--- src/rtl/smbt_pkg.sv ---
package smbt_pkg;

    typedef enum logic [3:0] {
        ST_IDLE,
        ST_ADDR,
        ST_CMD,
        ST_DATA,
        ST_PEC,
        ST_CHK,
        ST_RD,
        ST_ARA,
        ST_RPEC,
        ST_SKIP
    } smbt_state_e;

    localparam logic [6:0] ARA_ADDR = 7'h0C;

    // One byte of CRC-8, polynomial 0x07, byte-wise fold
    function automatic logic [7:0] crc8_step(input logic [7:0] c, input logic [7:0] d);
        logic [7:0] x;
        x = c ^ d;
        for (int i = 0; i < 8; i++) begin
            x = x[7] ? ((x << 1) ^ 8'h07) : (x << 1);
        end
        return x;
    endfunction

endpackage

--- src/rtl/smbt_pec_acc.sv ---
module smbt_pec_acc
    import smbt_pkg::*;
(
    input  logic       clk,
    input  logic       rst_n,
    input  logic       clr,
    input  logic       en,
    input  logic [7:0] din,
    output logic [7:0] crc
);
    always_ff @(posedge clk or negedge rst_n) begin
        if (!rst_n) begin
            crc <= 8'h00;
        end else if (clr) begin
            crc <= 8'h00;
        end else if (en) begin
            crc <= crc8_step(crc, din);
        end
    end
endmodule

--- src/rtl/smbt_addr_dec.sv ---
module smbt_addr_dec
    import smbt_pkg::*;
(
    input  logic [7:0] addr_byte,
    input  logic [6:0] own_addr,
    input  logic       alert,
    output logic       own_w,
    output logic       own_r,
    output logic       ara_r
);
    logic match;
    always_comb begin
        match = (addr_byte[7:1] == own_addr);
        own_w = match && !addr_byte[0];
        own_r = match && addr_byte[0];
        ara_r = (addr_byte == {ARA_ADDR, 1'b1}) && alert && !match;
    end
endmodule

--- src/rtl/smbt_alert_ctrl.sv ---
module smbt_alert_ctrl #(
    parameter int NFLT = 4
) (
    input  logic            clk,
    input  logic            rst_n,
    input  logic [NFLT-1:0] fault_in,
    input  logic            cml_set,
    input  logic            cml_clr,
    input  logic            ara_done,
    output logic            alert,
    output logic            cml
);
    logic [NFLT-1:0] fault_q;
    logic            rearm;
    logic            rise;

    always_comb rise = |(fault_in & ~fault_q);

    always_ff @(posedge clk or negedge rst_n) begin
        if (!rst_n) begin
            fault_q <= '0;
            rearm   <= 1'b0;
            cml     <= 1'b0;
            alert   <= 1'b0;
        end else begin
            fault_q <= fault_in;
            rearm   <= ara_done;
            if (cml_set) begin
                cml <= 1'b1;
            end else if (cml_clr) begin
                cml <= 1'b0;
            end
            if (ara_done) begin
                alert <= 1'b0;
            end else if (rearm) begin
                alert <= (|fault_in) | cml_set | rise;
            end else if (cml_set || rise) begin
                alert <= 1'b1;
            end
        end
    end

    p_release_r9: assert property (@(posedge clk) disable iff (!rst_n)
        ara_done |=> !alert);

    p_reassert_r10: assert property (@(posedge clk) disable iff (!rst_n)
        ($past(ara_done) && !ara_done && (|fault_in)) |=> alert);

    p_cml_alert_r12: assert property (@(posedge clk) disable iff (!rst_n)
        (cml_set && !ara_done) |=> (alert && cml));

    p_hold_r12: assert property (@(posedge clk) disable iff (!rst_n)
        (alert && !ara_done) |=> alert);
endmodule

--- src/rtl/smbus_pec_target.sv ---
module smbus_pec_target
    import smbt_pkg::*;
#(
    parameter int          NFLT      = 4,
    parameter logic [7:0]  STORE_CMD = 8'h15,
    parameter logic [7:0]  CLR_CMD   = 8'h03
) (
    input  logic            clk,
    input  logic            rst_n,
    input  logic [6:0]      own_addr,
    input  logic            cfg_pec_req,
    input  logic [NFLT-1:0] fault_in,
    input  logic            ev_start,
    input  logic            ev_stop,
    input  logic            rx_valid,
    input  logic [7:0]      rx_byte,
    input  logic            tx_take,
    input  logic            arb_lost,
    output logic            ack,
    output logic            ack_vld,
    output logic [7:0]      tx_byte,
    output logic            wr_stb,
    output logic [7:0]      wr_cmd,
    output logic [7:0]      wr_data,
    output logic            store_req,
    output logic            alert
);
    localparam int PADW = 7 - NFLT;

    smbt_state_e st, st_nx;
    logic [7:0]  cmd_q, dat_q, tx_q, crc;
    logic        pec_bad;
    logic        own_w, own_r, ara_r;
    logic        cml, cml_set, cml_clr, ara_done, wr_ok, ack_d;
    logic [7:0]  status_b;

    smbt_addr_dec u_dec (
        .addr_byte (rx_byte),
        .own_addr  (own_addr),
        .alert     (alert),
        .own_w     (own_w),
        .own_r     (own_r),
        .ara_r     (ara_r)
    );

    smbt_pec_acc u_pec (
        .clk   (clk),
        .rst_n (rst_n),
        .clr   (ev_start),
        .en    ((rx_valid | tx_take) & ~ev_start),
        .din   (rx_valid ? rx_byte : tx_q),
        .crc   (crc)
    );

    smbt_alert_ctrl #(.NFLT(NFLT)) u_alert (
        .clk      (clk),
        .rst_n    (rst_n),
        .fault_in (fault_in),
        .cml_set  (cml_set),
        .cml_clr  (cml_clr),
        .ara_done (ara_done),
        .alert    (alert),
        .cml      (cml)
    );

    function automatic logic is_send_byte(input logic [7:0] c);
        return (c == STORE_CMD) || (c == CLR_CMD);
    endfunction

    always_comb begin
        status_b = {{PADW{1'b0}}, fault_in, cml};
        wr_ok    = ev_stop && !ev_start &&
                   ((st == ST_PEC && !cfg_pec_req) || (st == ST_CHK && !pec_bad));
        cml_set  = ev_stop && !ev_start &&
                   ((st == ST_PEC && cfg_pec_req) || (st == ST_CHK && pec_bad));
        cml_clr  = wr_ok && (cmd_q == CLR_CMD);
        ara_done = (st == ST_ARA) && tx_take && !arb_lost && !ev_start && !ev_stop;
        unique case (st)
            ST_ADDR:                 ack_d = own_w | own_r | ara_r;
            ST_CMD, ST_DATA, ST_PEC: ack_d = 1'b1;
            default:                 ack_d = 1'b0;
        endcase
    end

    // Next-state logic
    always_comb begin
        st_nx = st;
        if (ev_start) begin
            st_nx = ST_ADDR;
        end else if (ev_stop) begin
            st_nx = ST_IDLE;
        end else if (rx_valid) begin
            unique case (st)
                ST_ADDR: begin
                    if (own_w)      st_nx = ST_CMD;
                    else if (own_r) st_nx = ST_RD;
                    else if (ara_r) st_nx = ST_ARA;
                    else            st_nx = ST_SKIP;
                end
                ST_CMD:  st_nx = is_send_byte(rx_byte) ? ST_PEC : ST_DATA;
                ST_DATA: st_nx = ST_PEC;
                ST_PEC:  st_nx = ST_CHK;
                default: st_nx = st;
            endcase
        end else if (tx_take) begin
            unique case (st)
                ST_RD:   st_nx = ST_RPEC;
                ST_ARA:  st_nx = arb_lost ? ST_SKIP : ST_RPEC;
                ST_RPEC: st_nx = ST_SKIP;
                default: st_nx = st;
            endcase
        end
    end

    // State register
    always_ff @(posedge clk or negedge rst_n) begin
        if (!rst_n) st <= ST_IDLE;
        else        st <= st_nx;
    end

    // Datapath and outputs
    always_ff @(posedge clk or negedge rst_n) begin
        if (!rst_n) begin
            cmd_q     <= 8'h00;
            dat_q     <= 8'h00;
            pec_bad   <= 1'b0;
            tx_q      <= 8'hFF;
            ack       <= 1'b0;
            ack_vld   <= 1'b0;
            wr_stb    <= 1'b0;
            wr_cmd    <= 8'h00;
            wr_data   <= 8'h00;
            store_req <= 1'b0;
        end else begin
            ack_vld   <= rx_valid && !ev_start && !ev_stop;
            ack       <= rx_valid && !ev_start && !ev_stop && ack_d;
            wr_stb    <= wr_ok;
            store_req <= wr_ok && (cmd_q == STORE_CMD);
            if (wr_ok) begin
                wr_cmd  <= cmd_q;
                wr_data <= dat_q;
            end
            if (ev_start) begin
                pec_bad <= 1'b0;
                tx_q    <= 8'hFF;
            end else if (ev_stop) begin
                tx_q    <= 8'hFF;
            end else if (rx_valid) begin
                unique case (st)
                    ST_ADDR: begin
                        if (own_r)      tx_q <= status_b;
                        else if (ara_r) tx_q <= {own_addr, 1'b0};
                        else            tx_q <= 8'hFF;
                    end
                    ST_CMD: begin
                        cmd_q <= rx_byte;
                        dat_q <= 8'h00;
                    end
                    ST_DATA: dat_q   <= rx_byte;
                    ST_PEC:  pec_bad <= (rx_byte != crc);
                    ST_CHK:  pec_bad <= 1'b1;
                    default: ;
                endcase
            end else if (tx_take) begin
                unique case (st)
                    ST_RD:   tx_q <= crc8_step(crc, tx_q);
                    ST_ARA:  tx_q <= arb_lost ? 8'hFF : crc8_step(crc, tx_q);
                    default: tx_q <= 8'hFF;
                endcase
            end
        end
    end

    always_comb tx_byte = tx_q;

    p_commit_at_stop_r6: assert property (@(posedge clk) disable iff (!rst_n)
        wr_stb |-> $past(ev_stop));

    p_store_with_write_r7: assert property (@(posedge clk) disable iff (!rst_n)
        store_req |-> (wr_stb && wr_cmd == STORE_CMD));

    p_req_pec_r5: assert property (@(posedge clk) disable iff (!rst_n)
        (ev_stop && st == ST_PEC && cfg_pec_req) |=> !wr_stb);

    p_no_ack_skip_r1: assert property (@(posedge clk) disable iff (!rst_n)
        (rx_valid && !ev_start && !ev_stop && st == ST_SKIP) |=> (ack_vld && !ack));

    p_no_ack_after_pec_r4: assert property (@(posedge clk) disable iff (!rst_n)
        (rx_valid && !ev_start && !ev_stop && st == ST_CHK) |=> !ack);

    p_lost_ff_r11: assert property (@(posedge clk) disable iff (!rst_n)
        (st == ST_SKIP && !ev_start) |-> (tx_byte == 8'hFF));
endmodule

--- config.mk ---
export PLATFORM = sky130hd
export DESIGN_NAME = smbus_pec_target
export DESIGN_NICKNAME = d
export VERILOG_FILES = /design/src/rtl/smbt_pkg.sv /design/src/rtl/smbt_pec_acc.sv /design/src/rtl/smbt_addr_dec.sv /design/src/rtl/smbt_alert_ctrl.sv /design/src/rtl/smbus_pec_target.sv
export SDC_FILE = /design/constraint.sdc
export NUM_CORES = 1
export LEC_CHECK = 0
export BUFFER_PORTS_ARGS = -buffer_cell sky130_fd_sc_hd__buf_2
export CAP_MARGIN = 20
export CORE_MARGIN = 2
export CORE_UTILIZATION = 35
export DETAILED_ROUTE_END_ITERATION = 10
export PLACE_DENSITY = 0.56
export SYNTH_ARGS = -nofsm -noshare
export SYNTH_HDL_FRONTEND = slang
export SYNTH_HIERARCHICAL = 1
export SYNTH_SLANG_ARGS = --single-unit
export TNS_END_PERCENT = 1
--- constraint.sdc ---
create_clock -name clk -period 2.2 [get_ports clk]
set_clock_uncertainty 0.1 [all_clocks]
set_input_delay 0.44 -clock clk [delete_from_list [all_inputs] [get_ports clk]]
set_output_delay 0.44 -clock clk [all_outputs]
set_load 0.005 [all_outputs]
# ---- After elaboration in Yosys (flattened, before gate mapping)
# Index checks and enable logic that the tools add are counted.
dict set report word_totals {
  out_inout_bits 29
  wordCells 159
  register_bits 64
}
dict set report op_classes {
  n_eq_ne 18
  mux 50
  bitwise_logic 28
  reduce_logical 47
}
# op count
set ops {}
lappend ops {{8-bit 2-to-1 mux} 11}
lappend ops {{3-bit 2-to-1 mux} 17}
lappend ops {{3-bit NOT} 16}
lappend ops {{8-bit one-hot mux with 2 select lines} 2}
lappend ops {{4-bit 2-to-1 mux} 7}
lappend ops {{8-bit by 5-bit == test with 1-bit output, second input constant} 3}
lappend ops {{1-bit logical AND} 20}
lappend ops {{4-bit by 3-bit == test with 1-bit output, second input constant} 4}
lappend ops {{8-bit by 2-bit == test with 1-bit output, second input constant} 2}
lappend ops {{4-bit one-hot mux with 4 select lines} 1}
lappend ops {{8-bit bitwise XOR} 2}
lappend ops {{4-bit one-hot mux with 3 select lines} 1}
lappend ops {{1-bit 2-to-1 mux} 9}
lappend ops {{4-bit by 2-bit == test with 1-bit output, second input constant} 2}
lappend ops {{8-bit != test} 1}
lappend ops {{4-bit AND reduction} 2}
lappend ops {{2-bit nonzero test} 4}
lappend ops {{4-bit OR reduction} 2}
lappend ops {{7-bit == test} 1}
lappend ops {{1-bit logical NOT} 7}
lappend ops {{7-bit by 3-bit != test with 1-bit output, second input constant} 1}
lappend ops {{3-bit AND reduction} 2}
lappend ops {{3-bit nonzero test} 2}
lappend ops {{6-bit nonzero test} 1}
lappend ops {{other kinds (14)} 23}

# ---- Depth between registers and ports, before layout
dict set report logic_depth {
  ltp_word 23
  mapped_depth 9
  mapped_depth_nobuf 8
}

# ---- By module
# Netlist, hierarchy kept.
# mod instances area_each_um2 seq_area_each_um2 cells_each
set by_module_without_submodules {}
lappend by_module_without_submodules {smbus_pec_target 1 2785.2 1236.2 265}
lappend by_module_without_submodules {smbt_pec_acc 1 650.6 200.2 57}
lappend by_module_without_submodules {smbt_alert_ctrl 1 246.5 175.2 19}
lappend by_module_without_submodules {smbt_addr_dec 1 125.1 0.0 16}

# ---- Worst setup path after synthesis
# Ideal clock, no wire load.
dict set report synth_timing {
  path_type {input to register}
  startpoint {input port rx_valid}
  endpoint {register u_pec.crc[2]}
  stages 7
  arrival_ns 2.419
  path_buffers 2
  setup_slack_ns -0.398
  cell_sequence {buf_2 > buf_1 > mux2_2 > xnor2_2 > xnor3_1 > or3_1 > a21oi_1}
}
dict set report synth_via {
  elab_chain_cells 9
}
# element line
set synth_rtl {}
lappend synth_rtl {{start, declared} smbus_pec_target.sv:15} ;# input logic rx_valid,
lappend synth_rtl {{8-bit 2-to-1 mux} smbus_pec_target.sv:51} ;# .din (rx_valid ? rx_byte : tx_q),
lappend synth_rtl {{8-bit bitwise XOR} smbt_pkg.sv:21} ;# x = c ^ d;
lappend synth_rtl {{3-bit 2-to-1 mux / 3-bit NOT (equally long branches)} --}
lappend synth_rtl {{3-bit NOT (no line) / 3-bit 2-to-1 mux (equally long branches)} --}
lappend synth_rtl {{3-bit 2-to-1 mux / 3-bit NOT (equally long branches)} --}
lappend synth_rtl {{3-bit NOT (no line) / 3-bit 2-to-1 mux (equally long branches)} --}
lappend synth_rtl {{3-bit 2-to-1 mux} smbt_pkg.sv:23} ;# x = x[7] ? ((x << 1) ^ 8'h07) : (x << 1);
lappend synth_rtl {{8-bit 2-to-1 mux} smbt_pec_acc.sv:16} ;# end else if (en) begin
lappend synth_rtl {{8-bit 2-to-1 mux} smbt_pec_acc.sv:14} ;# end else if (clr) begin
lappend synth_rtl {{end signal, assigned} smbt_pec_acc.sv:17} ;# crc <= crc8_step(crc, din);
lappend synth_rtl {{end, declared} smbt_pec_acc.sv:9} ;# output logic [7:0] crc
# Parallel ways exist; a longest one is shown, timed or not. The select of a mux whose other input is x is not followed.
# A chain may end at the register's enable or synchronous reset.

# ---- Worst setup path in the final report
dict set report layout_timing {
  startpoint {register tx_q[0], in the netlist tx_byte[0]}
  endpoint {register u_pec.crc[2]}
}
dict set report layout_via {
  elab_chain_cells 9
}
# element line
set layout_rtl {}
lappend layout_rtl {{start, declared} smbus_pec_target.sv:31} ;# logic [7:0] cmd_q, dat_q, tx_q, crc;
lappend layout_rtl {{start signal, assigned} smbus_pec_target.sv:151} ;# if (own_r) tx_q <= status_b;
lappend layout_rtl {{start signal, assigned} smbus_pec_target.sv:152} ;# else if (ara_r) tx_q <= {own_addr, 1'b0};
lappend layout_rtl {{start signal, assigned} smbus_pec_target.sv:166} ;# ST_RD: tx_q <= crc8_step(crc, tx_q);
lappend layout_rtl {{8-bit 2-to-1 mux *} smbus_pec_target.sv:51}
lappend layout_rtl {{8-bit bitwise XOR *} smbt_pkg.sv:21}
lappend layout_rtl {{3-bit NOT (no line)} --}
lappend layout_rtl {{3-bit 2-to-1 mux *} smbt_pkg.sv:23}
lappend layout_rtl {{3-bit NOT (no line)} --}
lappend layout_rtl {{3-bit 2-to-1 mux * (2 in series)} smbt_pkg.sv:23}
lappend layout_rtl {{8-bit 2-to-1 mux *} smbt_pec_acc.sv:16}
lappend layout_rtl {{8-bit 2-to-1 mux *} smbt_pec_acc.sv:14}
# Mark *: on every way between the ends. The rest lies on a longest branch, timed or not. The select of a mux whose other input is x is not followed.

==> summary.md <==
| Metric | Value |
|---|---|
| Sequential area share after synthesis | 42.3% |
| Drt via density | 5.11 |
| Slew Limit Fails | 0 |
| Total Power | 3.49 mW |
| Clock Path Buffers | 2 |
| VDD IR max | 0.000313 V |
| DP HPWL | 7510 µm |
| Sequential Power Share | 38.3% |
| Final Hold Vio Count | 5 |
| Final ANT Viol Nets | 0 |
| Initial antenna violation count | 0 |
| Detailed Routing Iterations Pass 1 | 4 |
| Internal power | 2.40 mW |
| Vias in the first global route | 3,049 |
| Crit end category | flip-flop |
| Area grow syn2layout | 25.5% |
| CP arrival | 2250 ps |
| Placed Area | 0.00458 mm² |
| Die Span X | 108 µm |
| Post-synth top area share | 36.8% |
| Commonest non-fill, non-tap cell in the layout | dfrtp_1 |
| Max transition margin | 69.0% |
| Synthesis-stage register bit count | 64 |
| CTS root buffer | clkbuf_8 |
| Hold Path Class | in2async |
| Most frequent cells in the layout | dfrtp_1, buf_2, buf_4 |
| DR DRC count | 0 |
| Worst-Margin Slew | 459 ps |
| Sink Count | 64 |
| I/O pin count | 56 |
| Initial Util | 35.4% |
| Antenna cell count | 0 |
| Drt initial violations | 118 |
| Critical Path RT | 2370 ps |
| Status | finished with violations |
| CTS tree | built |
| # fillers | 1,060 |
| Core area | 0.0107 mm² |
| Psw | 1.08 mW |
| Clock transition at path regs | 80 ps |
| Nets | 483 |
| Synthesized area per cell | 10.7 µm² |
| Share of total power in the clock network | 29.4% |
| Violated checks | negative hold slack |
| Unrepaired setup endpoints after global routing | no |
| Final WL | 9870 µm |
| Period Utilization, post-route | 94.5% |
| GP Congestion | 0.847 |
| Placed instance count | 585 |
| Overflow after GRT | 0 |
| CTS buffer count | 9 |
| Comb pwr share | 32.3% |
| Switching Fraction | 31.0% |
| Fraction of layout cells with a size suffix above 1 | 33.4% |
| First-pass GRT wire length | 16,200 µm |
| CTS H-tree depth | 3 |
| Routed len/inst | 16.4 µm |
| CP Launch Type | flip-flop |
| Input/output buffers | 55 |
| Cell Rows | 38 |
| Synth warn | 6 |
| Largest net degree at the start of global routing | 65 |
| Clk_lat worst skew | 350 ps |
| CP max FO | 4 |
| Netlist cell types | 67 |
| Hold-fix buffers, CTS | 0 |
| Achievable Freq | 481 MHz |
| GRT Total Usage | 18.3% |
| PostCTS Resize Cnt | 0 |
| Fin crit period | 2080 ps |
| Final instance area | 0.00478 mm² |
| Max_cap viols | 0 |
| Hold_ws | -17.9 ps |
| Post-synth top area cell | dfrtp_1 |
| Post-Layout Cell Count | 601 |
| Asr flop ratio synth | 100% |
| Cell area after synthesis | 0.00381 mm² |
| Final setup viols | 0 |
| Synth area leaders | dfrtp_1, xnor2_1, dfstp_2 |
| Die area | 0.0117 mm² |
| CP Class | reg2reg |
| Die span in y | 108 µm |
| Leak | 2.24 nW |
| Top_reg_cell synth | dfrtp_1 |
| Vias | 3,069 |
| Mapped Nets | 384 |
| Setup bufs post-CTS | 0 |
| Pwr/cell area | 730 mW/mm² |
| Synthesized instance count | 357 |
| Post-synth EDFFs | 0 |
## critical path, stage by stage (launching register included)
cell     delay, ps
dfstp_2        600
inv_1           70
o21ai_0        220
xnor2_1        200
xnor3_1        360
or3_1          310
a21oi_1        140
## synthesized netlist by cell type, types with 4 or more instances
| master | count |
|---|---|
| xor2_1 | 11 |
| xnor2_1 | 39 |
| a211oi_1 | 5 |
| inv_1 | 11 |
| nand2_1 | 29 |
| nand3_1 | 5 |
| o21ai_1 | 10 |
| nand2b_1 | 8 |
| nor3_1 | 8 |
| dfrtp_1 | 56 |
| dfstp_2 | 8 |
| mux2_1 | 18 |
| nor2b_1 | 7 |
| mux2_2 | 16 |
| a21oi_1 | 11 |
| nor4_1 | 5 |
| clkbuf_1 | 4 |
| nand3b_1 | 5 |
| o21ai_0 | 7 |
| buf_2 | 6 |
| nor2_1 | 18 |
## through the flow
stage | TNS, ps | setup slack, ps | utilization, %
after floorplan | -322 | -119 | -
after global placement | -91.4 | -41.0 | 42.6
after detailed placement | -174 | -80.6 | 42.6
after CTS | 0 | 125 | 44.5
after global routing | 0 | 61.4 | 44.5
final | 0 | 121 | 44.5
## power groups by stage
stage	clock network [mW]	registers (mW)	logic, mW
final	1.03	1.34	1.12
after global routing	1.11	1.35	1.23
after CTS	1.05	1.34	1.13
after detailed placement	0	1.36	1.12
after global placement	0	1.36	1.11
after floorplan	0	1.34	0.792
## sequential cells by signal, indices dropped and copies added (netlist names)
register / cells
cmd_q: 8
dat_q: 8
tx_byte: 8
u_pec/crc: 8
wr_cmd: 8
wr_data: 8
st: 4
u_alert/fault_q: 4
ack: 1
ack_vld: 1
pec_bad: 1
store_req: 1
u_alert/alert: 1
u_alert/cml: 1
u_alert/rearm: 1
wr_stb: 1
## worst paths after layout
check / slack [ps] / start / depth (start not counted) / end
setup / recovery: 120 / tx_byte[0] / 6 / u_pec/crc[2]
hold / removal: -20 / rst_n / 2 / wr_data[4]
setup reg to reg: 120 / tx_byte[0] / 6 / u_pec/crc[2]
hold reg to reg: 380 / cmd_q[1] / 1 / store_req
max in group asynchronous: 1660 / rst_n / 2 / tx_byte[3]
min in group clk: 140 / fault_in[0] / 1 / u_alert/fault_q[0]
## cells by family after synthesis
group | synth area share, %
AOI/OAI and AO/OA | 12.3
muxes | 10.6
buffers and inverters | 3.35
and+or+nand+nor | 15.9
DFF | 42.3
xor gates and xnor gates | 15.6
## metal layers
layer  vias up  part of all wire (%)  wire (µm)  track usage (%)
li1       1475                     -          -                -
met1      1520                    48       4720             24.5
met2        64                    47       4610             29.2
met3        10                   4.2        411             4.40
met4         0                   1.4        134             5.68
met5         -                     0          0                0
## final cells by class
class	instances	area [µm²]	share of cell area [%]
timing repair buffer	101	633	13.2
inverter	13	62.6	1.31
sequential	64	1610	33.7
clock inverter	5	56.3	1.18
tap	140	175	3.67
clock buffer	11	141	2.96
multi-input combinational	267	2100	43.9
No activity file was read; power rests on OpenSTA's default activity.
